File: config.mk
export PLATFORM = sky130hd
export DESIGN_NAME = polar_fold_enc
export DESIGN_NICKNAME = d
export VERILOG_FILES = /design/src/rtl/polar_fold_pkg.sv /design/src/rtl/pfe_kernel.sv /design/src/rtl/pfe_beat_xform.sv /design/src/rtl/pfe_fold_core.sv /design/src/rtl/polar_fold_enc.sv
export SDC_FILE = /design/constraint.sdc
export NUM_CORES = 1
export LEC_CHECK = 0
export BUFFER_PORTS_ARGS = -buffer_cell sky130_fd_sc_hd__buf_2
export CAP_MARGIN = 20
export CORE_MARGIN = 4
export CORE_UTILIZATION = 25
export CTS_CLUSTER_SIZE = 30
export DETAILED_ROUTE_END_ITERATION = 6
export PLACE_DENSITY = 0.49
export SLEW_MARGIN = 25
export SYNTH_ARGS = -nofsm -noshare
export SYNTH_HDL_FRONTEND = slang
export SYNTH_HIERARCHICAL = 1
export SYNTH_SLANG_ARGS = --single-unit
File: constraint.sdc
create_clock -name clk -period 4.3 [get_ports clk]
set_clock_uncertainty 0.05 [all_clocks]
set_input_delay 0.215 -clock clk [delete_from_list [all_inputs] [get_ports clk]]
set_output_delay 0.215 -clock clk [all_outputs]
set_load 0.01 [all_outputs]
File: src/rtl/polar_fold_pkg.sv
// Shared constants and types for the folded polar encoder.
// Assumes a 16-bit codeword carried on a 4-bit beat; the slot
// allocation in the fold core is laid out for exactly four beats.
package polar_fold_pkg;
    localparam int CODE_LEN = 16;
    localparam int BEAT_W   = 4;
    localparam int BEATS    = CODE_LEN / BEAT_W;
    localparam int BEAT_LG  = $clog2(BEAT_W);
    localparam int PH_W     = $clog2(BEATS);
    localparam int HALF     = BEAT_W / 2;

    typedef logic [BEAT_W-1:0] beat_t;
    typedef logic [PH_W-1:0]   phase_t;

    localparam phase_t PH_FIRST = phase_t'(0);
    localparam phase_t PH_PAIR  = phase_t'(1);
    localparam phase_t PH_THIRD = phase_t'(2);
    localparam phase_t PH_LAST  = phase_t'(BEATS - 1);
endpackage

File: src/rtl/pfe_kernel.sv
// Polar kernel unit: maps each lane pair (a, b) to (a^b, b).
// Assumes nothing about timing; purely combinational, W lanes wide.
module pfe_kernel #(
    parameter int W = 2
) (
    input  logic [W-1:0] a_i,
    input  logic [W-1:0] b_i,
    output logic [W-1:0] top_o,
    output logic [W-1:0] bot_o
);
    // kernel: upper output carries the sum, lower passes through
    assign top_o = a_i ^ b_i;
    assign bot_o = b_i;
endmodule

File: src/rtl/pfe_beat_xform.sv
// In-beat butterfly stages: applies the polar transform of size BEAT_W
// to one beat. Each stage uses BEAT_W/2 kernel units on alternating
// pairs. No storage; these stages need no delay elements.
module pfe_beat_xform
    import polar_fold_pkg::*;
(
    input  beat_t raw_i,
    output beat_t mixed_o
);
    logic [BEAT_LG:0][BEAT_W-1:0] lvl;

    assign lvl[0]  = raw_i;
    assign mixed_o = lvl[BEAT_LG];

    // one row of kernel units per in-beat stage
    for (genvar s = 0; s < BEAT_LG; s++) begin : g_stage
        localparam int SPAN = 1 << s;
        for (genvar k = 0; k < BEAT_W / 2; k++) begin : g_unit
            localparam int LO = ((k >> s) << (s + 1)) | (k & (SPAN - 1));
            pfe_kernel #(.W(1)) u_kern (
                .a_i  (lvl[s][LO]),
                .b_i  (lvl[s][LO + SPAN]),
                .top_o(lvl[s + 1][LO]),
                .bot_o(lvl[s + 1][LO + SPAN])
            );
        end
    end
endmodule

File: src/rtl/pfe_fold_core.sv
// Cross-beat stages of the encoder, folded onto one shared kernel for
// the span-4 stage and two kernels for the span-8 stage, with twelve
// delay registers in three 4-bit slots whose contents change with the
// beat position. Assumes slot reads for the output drain happen in the
// same cycle as, or before, the overwrite by the next codeword.
module pfe_fold_core
    import polar_fold_pkg::*;
(
    input  logic   clk,
    input  logic   rst_n,
    input  logic   take_i,
    input  phase_t phase_i,
    input  beat_t  beat_i,
    output beat_t  head_o,
    output beat_t  slot_a_o,
    output beat_t  slot_b_o,
    output beat_t  slot_c_o
);
    beat_t slot_a, slot_b, slot_c;
    beat_t s3_hi, s3_top, s3_bot;
    beat_t fa_top, fa_bot, fb_top, fb_bot;
    beat_t grp1, grp2, grp3;

    // operand select: beat 1 pairs with beat 0, beat 3 pairs with beat 2
    always_comb s3_hi = (phase_i == PH_PAIR) ? slot_a : slot_c;

    pfe_kernel #(.W(BEAT_W)) u_s3 (
        .a_i(s3_hi), .b_i(beat_i), .top_o(s3_top), .bot_o(s3_bot)
    );

    // span-8 units: lower half words from slots, upper half from this beat
    pfe_kernel #(.W(BEAT_W)) u_s4a (
        .a_i(slot_a), .b_i(s3_top), .top_o(fa_top), .bot_o(fa_bot)
    );
    pfe_kernel #(.W(BEAT_W)) u_s4b (
        .a_i(slot_b), .b_i(s3_bot), .top_o(fb_top), .bot_o(fb_bot)
    );

    // gather coded pairs into output beats in pair-reversed order
    always_comb begin
        head_o = {fa_bot[HALF-1:0],      fa_top[HALF-1:0]};
        grp1   = {fb_bot[HALF-1:0],      fb_top[HALF-1:0]};
        grp2   = {fa_bot[BEAT_W-1:HALF], fa_top[BEAT_W-1:HALF]};
        grp3   = {fb_bot[BEAT_W-1:HALF], fb_top[BEAT_W-1:HALF]};
    end

    // register allocation: each slot is rewritten at a fixed beat position
    always_ff @(posedge clk) begin
        if (!rst_n) begin
            slot_a <= '0;
            slot_b <= '0;
            slot_c <= '0;
        end else if (take_i) begin
            unique case (phase_i)
                PH_FIRST: slot_a <= beat_i;
                PH_PAIR: begin
                    slot_a <= s3_top;
                    slot_b <= s3_bot;
                end
                PH_THIRD: slot_c <= beat_i;
                default: begin
                    slot_a <= grp1;
                    slot_b <= grp2;
                    slot_c <= grp3;
                end
            endcase
        end
    end

    assign slot_a_o = slot_a;
    assign slot_b_o = slot_b;
    assign slot_c_o = slot_c;
endmodule

File: src/rtl/polar_fold_enc.sv
// Top of the folded polar encoder. Tracks the beat position of the
// incoming codeword, runs the in-beat and cross-beat stages, and
// sequences the four coded beats out of registered outputs.
// Assumes frozen bits are already zero in the message.
module polar_fold_enc
    import polar_fold_pkg::*;
(
    input  logic              clk,
    input  logic              rst_n,
    input  logic              in_valid,
    input  logic              in_sob,
    input  logic [BEAT_W-1:0] in_data,
    output logic              out_valid,
    output logic              out_sob,
    output logic [BEAT_W-1:0] out_data
);
    phase_t phase_q, eff_phase, drain_q;
    beat_t  mixed, head, slot_a, slot_b, slot_c;
    logic   last_beat;

    // a start marker forces beat 0; otherwise continue the count
    always_comb begin
        eff_phase = in_sob ? PH_FIRST : phase_q;
        last_beat = in_valid && (eff_phase == PH_LAST);
    end

    // beat position counter, advanced by accepted beats only
    always_ff @(posedge clk) begin
        if (!rst_n)        phase_q <= PH_FIRST;
        else if (in_valid) phase_q <= eff_phase + phase_t'(1);
    end

    pfe_beat_xform u_xform (.raw_i(in_data), .mixed_o(mixed));

    pfe_fold_core u_core (
        .clk     (clk),
        .rst_n   (rst_n),
        .take_i  (in_valid),
        .phase_i (eff_phase),
        .beat_i  (mixed),
        .head_o  (head),
        .slot_a_o(slot_a),
        .slot_b_o(slot_b),
        .slot_c_o(slot_c)
    );

    // drain counter: 1..3 while the stored beats are being sent
    always_ff @(posedge clk) begin
        if (!rst_n)                drain_q <= '0;
        else if (last_beat)        drain_q <= phase_t'(1);
        else if (drain_q != '0)    drain_q <= drain_q + phase_t'(1);
    end

    // registered output stage
    always_ff @(posedge clk) begin
        if (!rst_n) begin
            out_valid <= 1'b0;
            out_sob   <= 1'b0;
            out_data  <= '0;
        end else if (last_beat) begin
            out_valid <= 1'b1;
            out_sob   <= 1'b1;
            out_data  <= head;
        end else if (drain_q != '0) begin
            out_valid <= 1'b1;
            out_sob   <= 1'b0;
            unique case (drain_q)
                phase_t'(1): out_data <= slot_a;
                phase_t'(2): out_data <= slot_b;
                default:     out_data <= slot_c;
            endcase
        end else begin
            out_valid <= 1'b0;
            out_sob   <= 1'b0;
            out_data  <= '0;
        end
    end
endmodule

# Yosys cells after proc, flatten, opt, wreduce, memory -nomap -nowiden

Cells that the tools add are included.
Widths: inputs -> output; s select.

$add $sub $neg: 2
Bitwise gates (word level): 11
Reduce and logical (&&, ||, !) cells: 10
Multiplexer cells: 13
Equality and inequality tests: 5

Operator list:

| cell                | number |
|---|---|
| $pmux 4 s2          | 3 |
| $mux 4              | 3 |
| $pmux 4 s3          | 1 |
| $xor 4x4->4         | 3 |
| $eq 2x2->1 const B  | 3 |
| $reduce_and 2->1    | 3 |
| $reduce_or 2->1     | 3 |
| $mux 1              | 5 |
| $add 2x1->2 const B | 2 |
| $eq 2x1->1 const B  | 2 |
| $not 1->1           | 4 |
| $reduce_bool 2->1   | 2 |
| $xor 1x1->1         | 4 |
| $logic_not 2->1     | 1 |
| $mux 2              | 1 |
| $logic_and 1x1->1   | 1 |

Output and inout port bits: 6
Bits of input ports: 8
Logic and storage cells: 50
Flip-flop bits (word level): 22

# Longest topological paths before layout

Depth after elaboration: 6
Mapped depth: 9
Gate-level depth less buffers: 8

# By module

Netlist, hierarchy kept.

By module, submodules not included:

| module                                                | area an instance (um^2) | sequential area each (um^2) | cells an instance | instances |
|---|---|---|---|---|
| pfe_fold_core                                         | 645.6                   | 240.2                       | 64                | 1 |
| polar_fold_enc                                        | 484.2                   | 200.2                       | 49                | 1 |
| pfe_kernel at u_core.u_s3 ...                         | 65.1                    | 0.0                         | 8                 | 3 |
| pfe_kernel at u_xform.g_stage[0].g_unit[0].u_kern ... | 16.3                    | 0.0                         | 2                 | 4 |
| pfe_beat_xform                                        | 30.0                    | 0.0                         | 4                 | 1 |

# Worst setup path after synthesis

OpenSTA, ideal clock, no wires.

Path type: reg2reg
Start point: register phase_q[1]
End point: register u_core.slot_b[0] (netlist: u_core/slot_b_o[0])
Setup time: 0.116 ns
Data arrival time: 1.782 ns
Data required time: 4.134 ns
Buffers on the path: 1
Slack: 2.352 ns
Cell stages (with the launch flop): 10
Period minus slack after synthesis: 1.948 ns
Cell sequence: dfxtp_1 nor2b_1 buf_4 nand2b_1 mux2_2 xor2_1 xor2_1 mux2i_1 nand2_1 o211a_1

Longest elaborated chain between the ends: 6
Elaborated cells on any way between the ends: 11
Classes of those cells: 2 x eq/ne; 3 x mux; 3 x bitwise; 3 x reduce/logical

RTL lines:

| element                  | RTL line             | text |
|---|---|---|
| start: declaration       | polar_fold_enc.sv:17 | `phase_t phase_q, eff_phase, drain_q;` |
| start signal: assignment | polar_fold_enc.sv:30 | `else if (in_valid) phase_q <= eff_phase + phase_t'(1);` |
| $mux 2                   | polar_fold_enc.sv:23 | `eff_phase = in_sob ? PH_FIRST : phase_q;` |
| via eff_phase[1]         | polar_fold_enc.sv:17 |  |
| $eq 2x1->1               | pfe_fold_core.sv:25  | `always_comb s3_hi = (phase_i == PH_PAIR) ? slot_a : slot_c;` |
| $mux 4                   | pfe_fold_core.sv:25  |  |
| via u_core.s3_hi[2]      | pfe_fold_core.sv:20  | `beat_t s3_hi, s3_top, s3_bot;` |
| $xor 4x4->4              | pfe_kernel.sv:12     | `assign top_o = a_i ^ b_i;` |
| via u_core.s3_top[2]     | pfe_fold_core.sv:20  |  |
| $xor 4x4->4              | pfe_kernel.sv:12     |  |
| via u_core.fa_top[2]     | pfe_fold_core.sv:21  | `beat_t fa_top, fa_bot, fb_top, fb_bot;` |
| $pmux 4 s2               | pfe_fold_core.sv:54  | `unique case (phase_i)` |
| end signal: assignment   | pfe_fold_core.sv:58  | `slot_b <= s3_bot;` |
| end signal: assignment   | pfe_fold_core.sv:63  | `slot_b <= grp2;` |
| end: declaration         | pfe_fold_core.sv:19  | `beat_t slot_a, slot_b, slot_c;` |

The timed path passes the listed nets, and every way through them passes these cells.
A chain may end at the register's enable or synchronous reset.

# Final worst setup path

Ends and elaborated chain as after synthesis.

==> impl_metrics.tcl <==
set metrics [dict create \
    hold_violations 0 \
    firstDrtPassIters 4 \
    cp_max_fo 10 \
    clkLatencyLatePin_ns 0.27 \
    numPortBuffers 13 \
    core_region_area_mm2 0.00551 \
    clock-sinks 22 \
    worst_slack_ns 2.16 \
    place_inst 210 \
    avgSynthCellArea_um2 9.53 \
    worstSetupPathType "reg2reg" \
    diodes 0 \
    setup_tns_ns 0 \
    vias_per_cell 4.44 \
    syn_area_mm2 0.00142 \
    ioPinCount 14 \
    hold_slack_ns 0.170 \
    place.detailed.hpwl_um 2010 \
    finalNonFillerCells 214 \
    ys_warn_count 6 \
    setup_viol 0 \
    ant_nets 0 \
    start_util_pct 25.8 \
    r2r_setup_slack_ns 2.16 \
    cts_hold_buf 0 \
    end_kind "flip-flop" \
    cap_violations 0 \
    drive_gt1_share_pct 21.1 \
    drcViolationCount 0 \
    die_w_um 83.4 \
    relSlewSlack_pct 62.5 \
    antenna_found_initial 0 \
    power.density_mw_per_mm2 337 \
    ys_seq_area_share_pct 31.0 \
    crit_arrival_ns 2.26 \
    tightest_slew_ns 0.560 \
    wl_um 2660 \
    postLayoutCoreUtil_pct 26.5 \
    mostFrequentLayoutCells "22 x dfxtp_1, 17 x xor2_1, 14 x mux2i_1" \
    ys_ff_latch 22 \
    h-tree-depth 1 \
    hold_class "in2reg" \
    cts_setup_buffers 0 \
    cts-resized-gates 0 \
    syn_inst 149 \
    ir_drop_v 0.000123 \
    ctsRootBufferMaster "clkbuf_8" \
    cts.clk_slew.worst_paths_ns 0.08 \
    die-area_mm2 0.00695 \
    gp_congestion 0.758 \
    ys_types 29 \
    grt_first_pass_wirelength_um 4530 \
    post-place-ws_ns 2.02 \
    slew_viol_final 0 \
    setup.worst_path.start_class "flip-flop" \
    detailroute.via_count 950 \
    grtUsageTotal_pct 8.15 \
    total_leakage_power_uw 0.000679 \
    die_height_um 83.4 \
    clockBufferDepth 2 \
    syn_nets 161 \
    num_rows 27 \
    drtIter0Drc 49 \
    layout_commonest_cell "dfxtp_1" \
    crit_required_ns 4.42 \
    period_share_pct 49.8 \
    rsz0062_at_grt "no" \
    grt.overflow.total 0 \
    wire_per_inst_um 12.4 \
    status "completed" \
    tritoncts "built" \
    cts_buffers 3 \
    nets 155 \
    grt_max_degree 20 \
    fin_crit_ns 2.14 \
    synthToLayoutAreaGrowth_pct 2.91 \
    fmax_mhz 467 \
    grt_pass1_vias 928 \
]
## report_power, final
group,switching [uW],internal (uW)
combinational,61.3,54.6
clock,69.5,81.8
sequential,10.2,215
total,141,351
## state kept, by name (all words and copies together) (netlist names)
name and flops:
out_data 4, u_core/slot_a_o 4, u_core/slot_b_o 4, u_core/slot_c_o 4
drain_q 2, phase_q 2, out_sob 1, out_valid 1
## metrics by stage
step / power, uW / area [um2]
after floorplan: 348 / 1420
after global placement: 348 / 1410
after detailed placement: 346 / 1410
after CTS: 503 / 1460
after global routing: 523 / 1460
final: 492 / 1460
## synthesized netlist by cell type
library cell  count  area [um2]
a31oi_1           1        6.26
and2_1            1        6.26
clkbuf_1          1        3.75
and2_0            1        6.26
nand2b_1          1        6.26
inv_1             4        15.0
a21oi_1           4        20.0
mux2_2            4        45.0
dfxtp_1          22         440
a32o_1            4        40.0
o211a_1           8        80.1
and3_2            1        7.51
or2_2             4        25.0
buf_2             3        15.0
a21boi_1          1        7.51
nand2_2           1        6.26
ha_1              4        50.1
nor2b_1           4        25.0
and3b_4           1        12.5
buf_4            22         165
mux2i_1          14         140
a2bb2oi_1         4        35.0
o21ai_0           5        25.0
nand2_1           9        33.8
nor2_1            1        3.75
a21boi_0          2        15.0
nand3_1           1        5.00
a22oi_1           4        30.0
xor2_1           17         149
## layout make-up
cell class	count	area (um2)
Sequential cell	22	440
Tap cell	72	90.1
Fill cell	603	4050
Multi-Input combinational cell	97	781
Clock buffer	4	55.1
Timing Repair Buffer	15	80.1
Inverter	4	15.0
## per-layer routing
metal / vias up / GRT usage [%] / wire (um)
met3: 5 / 2.18 / 174
met4: 0 / 4.90 / 77
met2: 24 / 11.0 / 1060
met5: - / 0 / 0
li1: 487 / - / -
met1: 434 / 11.3 / 1350
## final timing paths
path                            from                         endpoint  depth (start not counted)
max          phase_q[1]$_SDFFE_PN0P_  u_core/slot_b_o[0]$_SDFFE_PN0P_                          9
min                           in_sob          phase_q[0]$_SDFFE_PN0P_                          3
max reg2reg  phase_q[1]$_SDFFE_PN0P_  u_core/slot_b_o[0]$_SDFFE_PN0P_                          9
min reg2reg  phase_q[0]$_SDFFE_PN0P_          phase_q[0]$_SDFFE_PN0P_                          1
## critical path, stage by stage (launching register included)
cell and delay (ns):
dfxtp_1 0.32, nor2b_1 0.13, buf_4 0.19, nand2b_1 0.25, mux2_2 0.37, xor2_1 0.17, xor2_1 0.19, mux2i_1 0.16
nand2_1 0.07, o211a_1 0.13
## logic make-up after synthesis
family | share of synthesized area, %
multiplexers | 13.0
AO/OA/AOI/OAI | 18.2
adder cells (fa/ha/maj) | 3.52
flip-flops | 31.0
buffers and inverters | 14.0
AND/OR/NAND/NOR | 9.69
XOR/XNOR | 10.5
Note: power is estimated with default switching activity, not from simulation.
